### src/rtl/corr_bp_pkg.sv
package corr_bp_pkg;

  // Largest value of an n-bit saturating counter.
  function automatic int unsigned ctr_max(input int unsigned n);
    return (32'd1 << n) - 32'd1;
  endfunction

  // Weakly-not-taken: one below the half-range threshold.
  function automatic int unsigned ctr_weak_nt(input int unsigned n);
    return (32'd1 << (n - 32'd1)) - 32'd1;
  endfunction

  // One saturating step toward the resolved outcome.
  function automatic int unsigned ctr_next(input int unsigned cnt,
                                           input logic        taken,
                                           input int unsigned n);
    if (taken)
      return (cnt >= ctr_max(n)) ? ctr_max(n) : cnt + 32'd1;
    else
      return (cnt == 32'd0) ? 32'd0 : cnt - 32'd1;
  endfunction

endpackage

### src/rtl/corr_bp_history.sv
module corr_bp_history #(
  parameter int M = 2
) (
  input  logic         clk,
  input  logic         rst,
  input  logic         shift_en,
  input  logic         shift_in,
  output logic [M-1:0] hist_o
);

  logic [M-1:0] hist_q;

  // Newest outcome enters at bit 0, oldest leaves at bit M-1.
  generate
    if (M == 1) begin : g_single
      always_ff @(posedge clk) begin
        if (rst)           hist_q <= '0;
        else if (shift_en) hist_q <= shift_in;
      end
    end else begin : g_multi
      always_ff @(posedge clk) begin
        if (rst)           hist_q <= '0;
        else if (shift_en) hist_q <= {hist_q[M-2:0], shift_in};
      end
    end
  endgenerate

  assign hist_o = hist_q;

endmodule

### src/rtl/corr_bp_table.sv
module corr_bp_table #(
  parameter int IDX_W = 6,
  parameter int N     = 2,
  parameter int PORTS = 2
) (
  input  logic                        clk,
  input  logic                        rst,
  input  logic [PORTS-1:0]            rd_en,
  input  logic [PORTS-1:0][IDX_W-1:0] rd_idx,
  output logic [PORTS-1:0][N-1:0]     rd_cnt,
  input  logic                        wr_en,
  input  logic [IDX_W-1:0]            wr_idx,
  input  logic [N-1:0]                wr_cnt
);

  localparam int DEPTH = 1 << IDX_W;
  localparam logic [N-1:0] WEAK_NT = N'(corr_bp_pkg::ctr_weak_nt(N));

  // Counter storage: no reset, so it can map to block RAM.
  logic [N-1:0]     mem [DEPTH];
  // One flag per counter: set once the counter has been written.
  logic [DEPTH-1:0] seen_q;

  always_ff @(posedge clk) begin
    if (wr_en) mem[wr_idx] <= wr_cnt;
  end

  always_ff @(posedge clk) begin
    if (rst)        seen_q <= '0;
    else if (wr_en) seen_q[wr_idx] <= 1'b1;
  end

  // Synchronous read ports, each with write-through forwarding.
  generate
    for (genvar p = 0; p < PORTS; p++) begin : g_rd
      logic [N-1:0] ram_q;
      logic         seen_rd_q;
      logic         fwd_q;
      logic [N-1:0] fwd_val_q;

      always_ff @(posedge clk) begin
        if (rd_en[p]) ram_q <= mem[rd_idx[p]];
      end

      always_ff @(posedge clk) begin
        if (rst) begin
          seen_rd_q <= 1'b0;
          fwd_q     <= 1'b0;
          fwd_val_q <= '0;
        end else if (rd_en[p]) begin
          seen_rd_q <= seen_q[rd_idx[p]];
          fwd_q     <= wr_en && (wr_idx == rd_idx[p]);
          fwd_val_q <= wr_cnt;
        end
      end

      assign rd_cnt[p] = fwd_q     ? fwd_val_q :
                         seen_rd_q ? ram_q     : WEAK_NT;
    end
  endgenerate

endmodule

### src/rtl/corr_bp_train.sv
module corr_bp_train #(
  parameter int IDX_W = 6,
  parameter int N     = 2
) (
  input  logic             clk,
  input  logic             rst,
  input  logic             up_valid,
  input  logic [IDX_W-1:0] up_idx,
  input  logic             up_taken,
  input  logic [N-1:0]     cur_cnt,
  output logic             wr_en,
  output logic [IDX_W-1:0] wr_idx,
  output logic [N-1:0]     wr_cnt,
  output logic             wr_taken
);

  logic             pend_q;
  logic [IDX_W-1:0] idx_q;
  logic             taken_q;

  // Stage 1 captures the request while the table reads the counter.
  always_ff @(posedge clk) begin
    if (rst) begin
      pend_q  <= 1'b0;
      idx_q   <= '0;
      taken_q <= 1'b0;
    end else begin
      pend_q <= up_valid;
      if (up_valid) begin
        idx_q   <= up_idx;
        taken_q <= up_taken;
      end
    end
  end

  // Stage 2 steps the counter and writes it back.
  assign wr_en    = pend_q;
  assign wr_idx   = idx_q;
  assign wr_taken = taken_q;
  assign wr_cnt   = N'(corr_bp_pkg::ctr_next(32'(cur_cnt), taken_q, N));

endmodule

### src/rtl/corr_bp_predictor.sv
module corr_bp_predictor #(
  parameter int ADDR_W    = 32,
  parameter int ADDR_LSB  = 2,
  parameter int ROW_BITS  = 4,
  parameter int HIST_BITS = 2,
  parameter int CTR_BITS  = 2
) (
  input  logic                 clk,
  input  logic                 rst,
  input  logic                 lk_valid,
  input  logic [ADDR_W-1:0]    lk_addr,
  output logic                 pred_valid,
  output logic                 pred_taken,
  output logic [HIST_BITS-1:0] pred_hist,
  input  logic                 up_valid,
  input  logic [ADDR_W-1:0]    up_addr,
  input  logic [HIST_BITS-1:0] up_hist,
  input  logic                 up_taken
);

  localparam int IDX_W = ROW_BITS + HIST_BITS;
  localparam int P_LK  = 0;
  localparam int P_UP  = 1;

  logic [HIST_BITS-1:0]    hist_w;
  logic [IDX_W-1:0]        lk_idx;
  logic [IDX_W-1:0]        up_idx;
  logic [1:0]              rd_en;
  logic [1:0][IDX_W-1:0]   rd_idx;
  logic [1:0][CTR_BITS-1:0] rd_cnt;
  logic                    wr_en_w;
  logic [IDX_W-1:0]        wr_idx_w;
  logic [CTR_BITS-1:0]     wr_cnt_w;
  logic                    wr_taken_w;
  logic                    pred_valid_q;
  logic [HIST_BITS-1:0]    pred_hist_q;
  logic                    unused_addr_bits;

  assign unused_addr_bits = ^{lk_addr, up_addr};

  // Row from the address field, column from the history.
  assign lk_idx = {lk_addr[ADDR_LSB +: ROW_BITS], hist_w};
  assign up_idx = {up_addr[ADDR_LSB +: ROW_BITS], up_hist};

  assign rd_en[P_LK]  = lk_valid;
  assign rd_idx[P_LK] = lk_idx;
  assign rd_en[P_UP]  = up_valid;
  assign rd_idx[P_UP] = up_idx;

  corr_bp_history #(.M(HIST_BITS)) u_history (
    .clk      (clk),
    .rst      (rst),
    .shift_en (up_valid),
    .shift_in (up_taken),
    .hist_o   (hist_w)
  );

  corr_bp_table #(.IDX_W(IDX_W), .N(CTR_BITS), .PORTS(2)) u_table (
    .clk    (clk),
    .rst    (rst),
    .rd_en  (rd_en),
    .rd_idx (rd_idx),
    .rd_cnt (rd_cnt),
    .wr_en  (wr_en_w),
    .wr_idx (wr_idx_w),
    .wr_cnt (wr_cnt_w)
  );

  corr_bp_train #(.IDX_W(IDX_W), .N(CTR_BITS)) u_train (
    .clk      (clk),
    .rst      (rst),
    .up_valid (up_valid),
    .up_idx   (up_idx),
    .up_taken (up_taken),
    .cur_cnt  (rd_cnt[P_UP]),
    .wr_en    (wr_en_w),
    .wr_idx   (wr_idx_w),
    .wr_cnt   (wr_cnt_w),
    .wr_taken (wr_taken_w)
  );

  always_ff @(posedge clk) begin
    if (rst) begin
      pred_valid_q <= 1'b0;
      pred_hist_q  <= '0;
    end else begin
      pred_valid_q <= lk_valid;
      if (lk_valid) pred_hist_q <= hist_w;
    end
  end

  assign pred_valid = pred_valid_q;
  assign pred_hist  = pred_hist_q;
  assign pred_taken = rd_cnt[P_LK][CTR_BITS-1];

endmodule

### config.mk
export PLATFORM = sky130hd
export DESIGN_NAME = corr_bp_predictor
export DESIGN_NICKNAME = d
export VERILOG_FILES = /design/src/rtl/corr_bp_pkg.sv /design/src/rtl/corr_bp_history.sv /design/src/rtl/corr_bp_table.sv /design/src/rtl/corr_bp_train.sv /design/src/rtl/corr_bp_predictor.sv
export SDC_FILE = /design/constraint.sdc
export NUM_CORES = 1
export LEC_CHECK = 0
export ABC_AREA = 0
export BUFFER_PORTS_ARGS = -buffer_cell sky130_fd_sc_hd__buf_2
export CAP_MARGIN = 10
export CORE_MARGIN = 2
export CORE_UTILIZATION = 55
export CTS_BUF_LIST = sky130_fd_sc_hd__clkbuf_4 sky130_fd_sc_hd__clkbuf_8
export CTS_CLUSTER_SIZE = 10
export DETAILED_ROUTE_END_ITERATION = 8
export PLACE_DENSITY_LB_ADDON = 0.2
export RECOVER_POWER = 100
export SYNTH_ARGS = -nofsm -noshare
export SYNTH_HDL_FRONTEND = slang
export SYNTH_SLANG_ARGS = --single-unit
### constraint.sdc
create_clock -name clk -period 3.45 [get_ports clk]
set_input_delay 0.69 -clock clk [delete_from_list [all_inputs] [get_ports clk]]
set_output_delay 0.69 -clock clk [all_outputs]
set_load 0.03 [all_outputs]
==> impl_metrics.env <==
export IMPL_status="finished clean"
export IMPL_core_mm2=0.0172
export IMPL_avgSynthCellArea_um2=13.4
export IMPL_placed_cells=926
export IMPL_cts_hold_buffers=0
export IMPL_syn_inst=719
export IMPL_max_slew_margin_pct=16.8
export IMPL_drc=0
export IMPL_max_freq_ghz=0.355
export IMPL_via_count=6192
export IMPL_ys_warn_count=0
export IMPL_power_density_mw_per_mm2=497
export IMPL_cp_data_required_time_ps=3710
export IMPL_drive_gt1_share_pct=23.9
export IMPL_die_area_mm2=0.0186
export IMPL_overflow=0
export IMPL_synth_ff_type="edfxtp_1"
export IMPL_min_period_over_period_pct=81.6
export IMPL_synthTopCellsByArea="edfxtp_1, mux4_2, dfxtp_1"
export IMPL_worstPathMaxFanout=13
export IMPL_chipWidth_um=137
export IMPL_clockRootBuffer="clkbuf_8"
export IMPL_initial_core_util_pct=56.1
export IMPL_critPathCaptureType="flip-flop"
export IMPL_clk_latency_ps=520
export IMPL_vdd_drop_max_mv=0.263
export IMPL_fin_setup_tns_ps=0
export IMPL_instances_no_fill=988
export IMPL_cts_sinks=214
export IMPL_wl_per_cell_um=23.5
export IMPL_hpwl_um=15800
export IMPL_grt_max_degree=39
export IMPL_routed_wl_um=23200
export IMPL_nets=809
export IMPL_hold_class="in2reg"
export IMPL_skew_ps=30.9
export IMPL_drv_slew=0
export IMPL_ys_ff_latch=214
export IMPL_num_rows=48
export IMPL_yosysUniqueCellTypes=36
export IMPL_crit_type="reg2reg"
export IMPL_synthArstFlopShare_pct=0
export IMPL_h_tree_depth=2
export IMPL_die_h_um=137
export IMPL_grt_pass1_wl_um=35900
export IMPL_cpMostUsedCell="mux4_2"
export IMPL_critPathBufInv=1
export IMPL_syn_to_final_growth_pct=10.3
export IMPL_hold_viol=0
export IMPL_place_area_mm2=0.0100
export IMPL_worstPathCellList="buf_4 > mux4_2 > mux4_2 > mux2i_1 > o21ai_0"
export IMPL_slowest_delay_ps=920
export IMPL_setup_viol=0
export IMPL_netlist_area_mm2=0.00966
export IMPL_cts_resized=0
export IMPL_cts_reportedPaths_clkPinSlew_ps=60
export IMPL_arrival_ps=3070
export IMPL_drtAntennaViolNets=0
export IMPL_cp_start_kind="flip-flop"
export IMPL_cap_violations=0
export IMPL_synth_edff_count=131
export IMPL_fin_area_mm2=0.0107
export IMPL_grt_use_total_pct=26.3
export IMPL_grt_pass1_vias=6227
export IMPL_n_fill_cell=1308
export IMPL_cts_tree="built"
export IMPL_worst_pin_slew_ps=1250
export IMPL_routabilityCongestion=1.03
export IMPL_slowest_stage="dfxtp_1"
export IMPL_ios=75
export IMPL_clk_path_buf_depth=3
export IMPL_synth_top_area_cell="edfxtp_1"
export IMPL_post_cts_buffers=0
export IMPL_yosysTopAreaCellShare_pct=40.7
export IMPL_rsz0062_at_grt="false"
export IMPL_syn_nets=790
export IMPL_fin_crit_ps=2820
export IMPL_numCtsBuffers=35
export IMPL_io_buffers=18
export IMPL_viasPerCell=6.27
export IMPL_final_util_pct=61.8
export IMPL_dr_pass1_iters=5
export IMPL_antenna_cells=0
export IMPL_critPathTopFamily="multiplexers"
export IMPL_power_leakage_uw=0.00350
export IMPL_first_iter_violations=562
export IMPL_antenna_found_initial=0
export IMPL_yosysSeqAreaShare_pct=57.9
[synth_stat cells, types with 3 or more instances]
library cell and number:
mux2i_1 16, mux4_2 84, nor2b_1 7, nand3_1 13, nand2_1 22, a41oi_1 4
nand3b_1 9, buf_2 8, inv_1 7, xnor2_1 12, nor3_1 8, mux2_2 15
clkbuf_1 32, nand2b_1 9, o21ai_1 3, o22ai_1 9, o21a_1 10, a211oi_1 4
dfxtp_1 83, buf_4 5, buf_1 7, nor2_1 189, nand4_1 3, edfxtp_1 131
nor4_1 12
[through the flow]
step                      setup slack (ps)  hold WS, ps  power [uW]
after CTS                              892          406        5340
after global placement                 548          461        3190
after floorplan                        676          440        3080
after global routing                   432          443        5460
final                                  633          420        5290
after detailed placement               521          478        3200
[per-layer routing]
metal  routed length, um  part of all wire, %  vias to the layer above  global-route usage, %
met5                   0                    0                        -                      0
met3                1920                  8.3                       46                   6.59
met2               11300                   48                      286                   41.7
met1                9450                   41                     3132                   35.8
li1                    -                    -                     2728                      -
met4                 607                  2.6                        0                   8.97
[cells by family after synthesis]
| logic type | share of synthesized area [%] |
|---|---|
| compound gates | 2.82 |
| xor+xnor | 1.09 |
| fa+ha+maj | 0.207 |
| buf+inv | 2.64 |
| flops | 57.9 |
| mux | 23.0 |
| simple gates | 12.4 |
[path summary, 6_finish.rpt]
| check | depth (start not counted) | slack (ps) | from | end |
|---|---|---|---|---|
| min | 3 | 420 | up_taken | u_history.hist_o[0]$_SDFFE_PP0P_ |
| max | 5 | 630 | u_history.hist_o[0]$_SDFFE_PP0P_ | u_table.g_rd[0].ram_q[1]$_DFFE_PP_ |
| min reg2reg | 1 | 490 | u_table.seen_q[51]$_SDFFE_PP0P_ | u_table.seen_q[51]$_SDFFE_PP0P_ |
| max reg2reg | 5 | 630 | u_history.hist_o[0]$_SDFFE_PP0P_ | u_table.g_rd[0].ram_q[1]$_DFFE_PP_ |
[flip-flops by register name (all words and copies together), names as in the netlist]
name,cells
u_train.wr_en,1
u_table.g_rd.ram_q,3
u_history.hist_o,2
u_table.g_rd.seen_rd_q,2
pred_hist,2
u_train.wr_idx,6
pred_valid,1
u_table.g_rd.fwd_val_q,3
u_table.g_rd.fwd_q,2
u_table.mem,128
u_table.seen_q,64
[layout make-up]
cell class / instances / area [um^2] / share of cell area [%]
multi-input combinational: 445 / 3820 / 35.8
timing repair buffer: 35 / 251 / 2.36
clock inverter: 14 / 86.3 / 0.810
tap: 225 / 282 / 2.64
sequential: 214 / 5600 / 52.5
inverter: 7 / 26.3 / 0.247
clock buffer: 48 / 598 / 5.61
[report_power, final]
part | internal, uW | total [uW] | switching [uW]
Clock | 1200 | 2150 | 955
Sequential | 2730 | 2760 | 30.9
Combinational | 158 | 377 | 219
Total | 4090 | 5290 | 1200
[tightest hold or removal path, delay by kind of cell]
kind,cells,cell delay (ps)
buffers and inverters,1,70
muxes,1,60
and+or+nand+nor,1,80
[layout by cell type (no fill, tap or decap), drive strengths merged, types with 3 or more instances in the layout]
cell / Yosys / final
mux4: 84 / 84
nor2: 189 / 189
nor4: 12 / 12
clkinv: 0 / 12
a211oi: 4 / 4
inv: 7 / 7
a41oi: 4 / 4
o22ai: 9 / 9
nand2: 22 / 22
dfxtp: 83 / 83
nand3b: 9 / 9
buf: 20 / 25
nand4: 3 / 3
o21a: 10 / 10
mux2i: 16 / 16
edfxtp: 131 / 131
o21ai: 5 / 5
mux2: 15 / 15
nor3: 8 / 8
xnor2: 12 / 12
nor2b: 7 / 7
nand3: 13 / 13
nand2b: 9 / 9
clkbuf: 33 / 58
No activity file was read; power rests on OpenSTA's default activity.
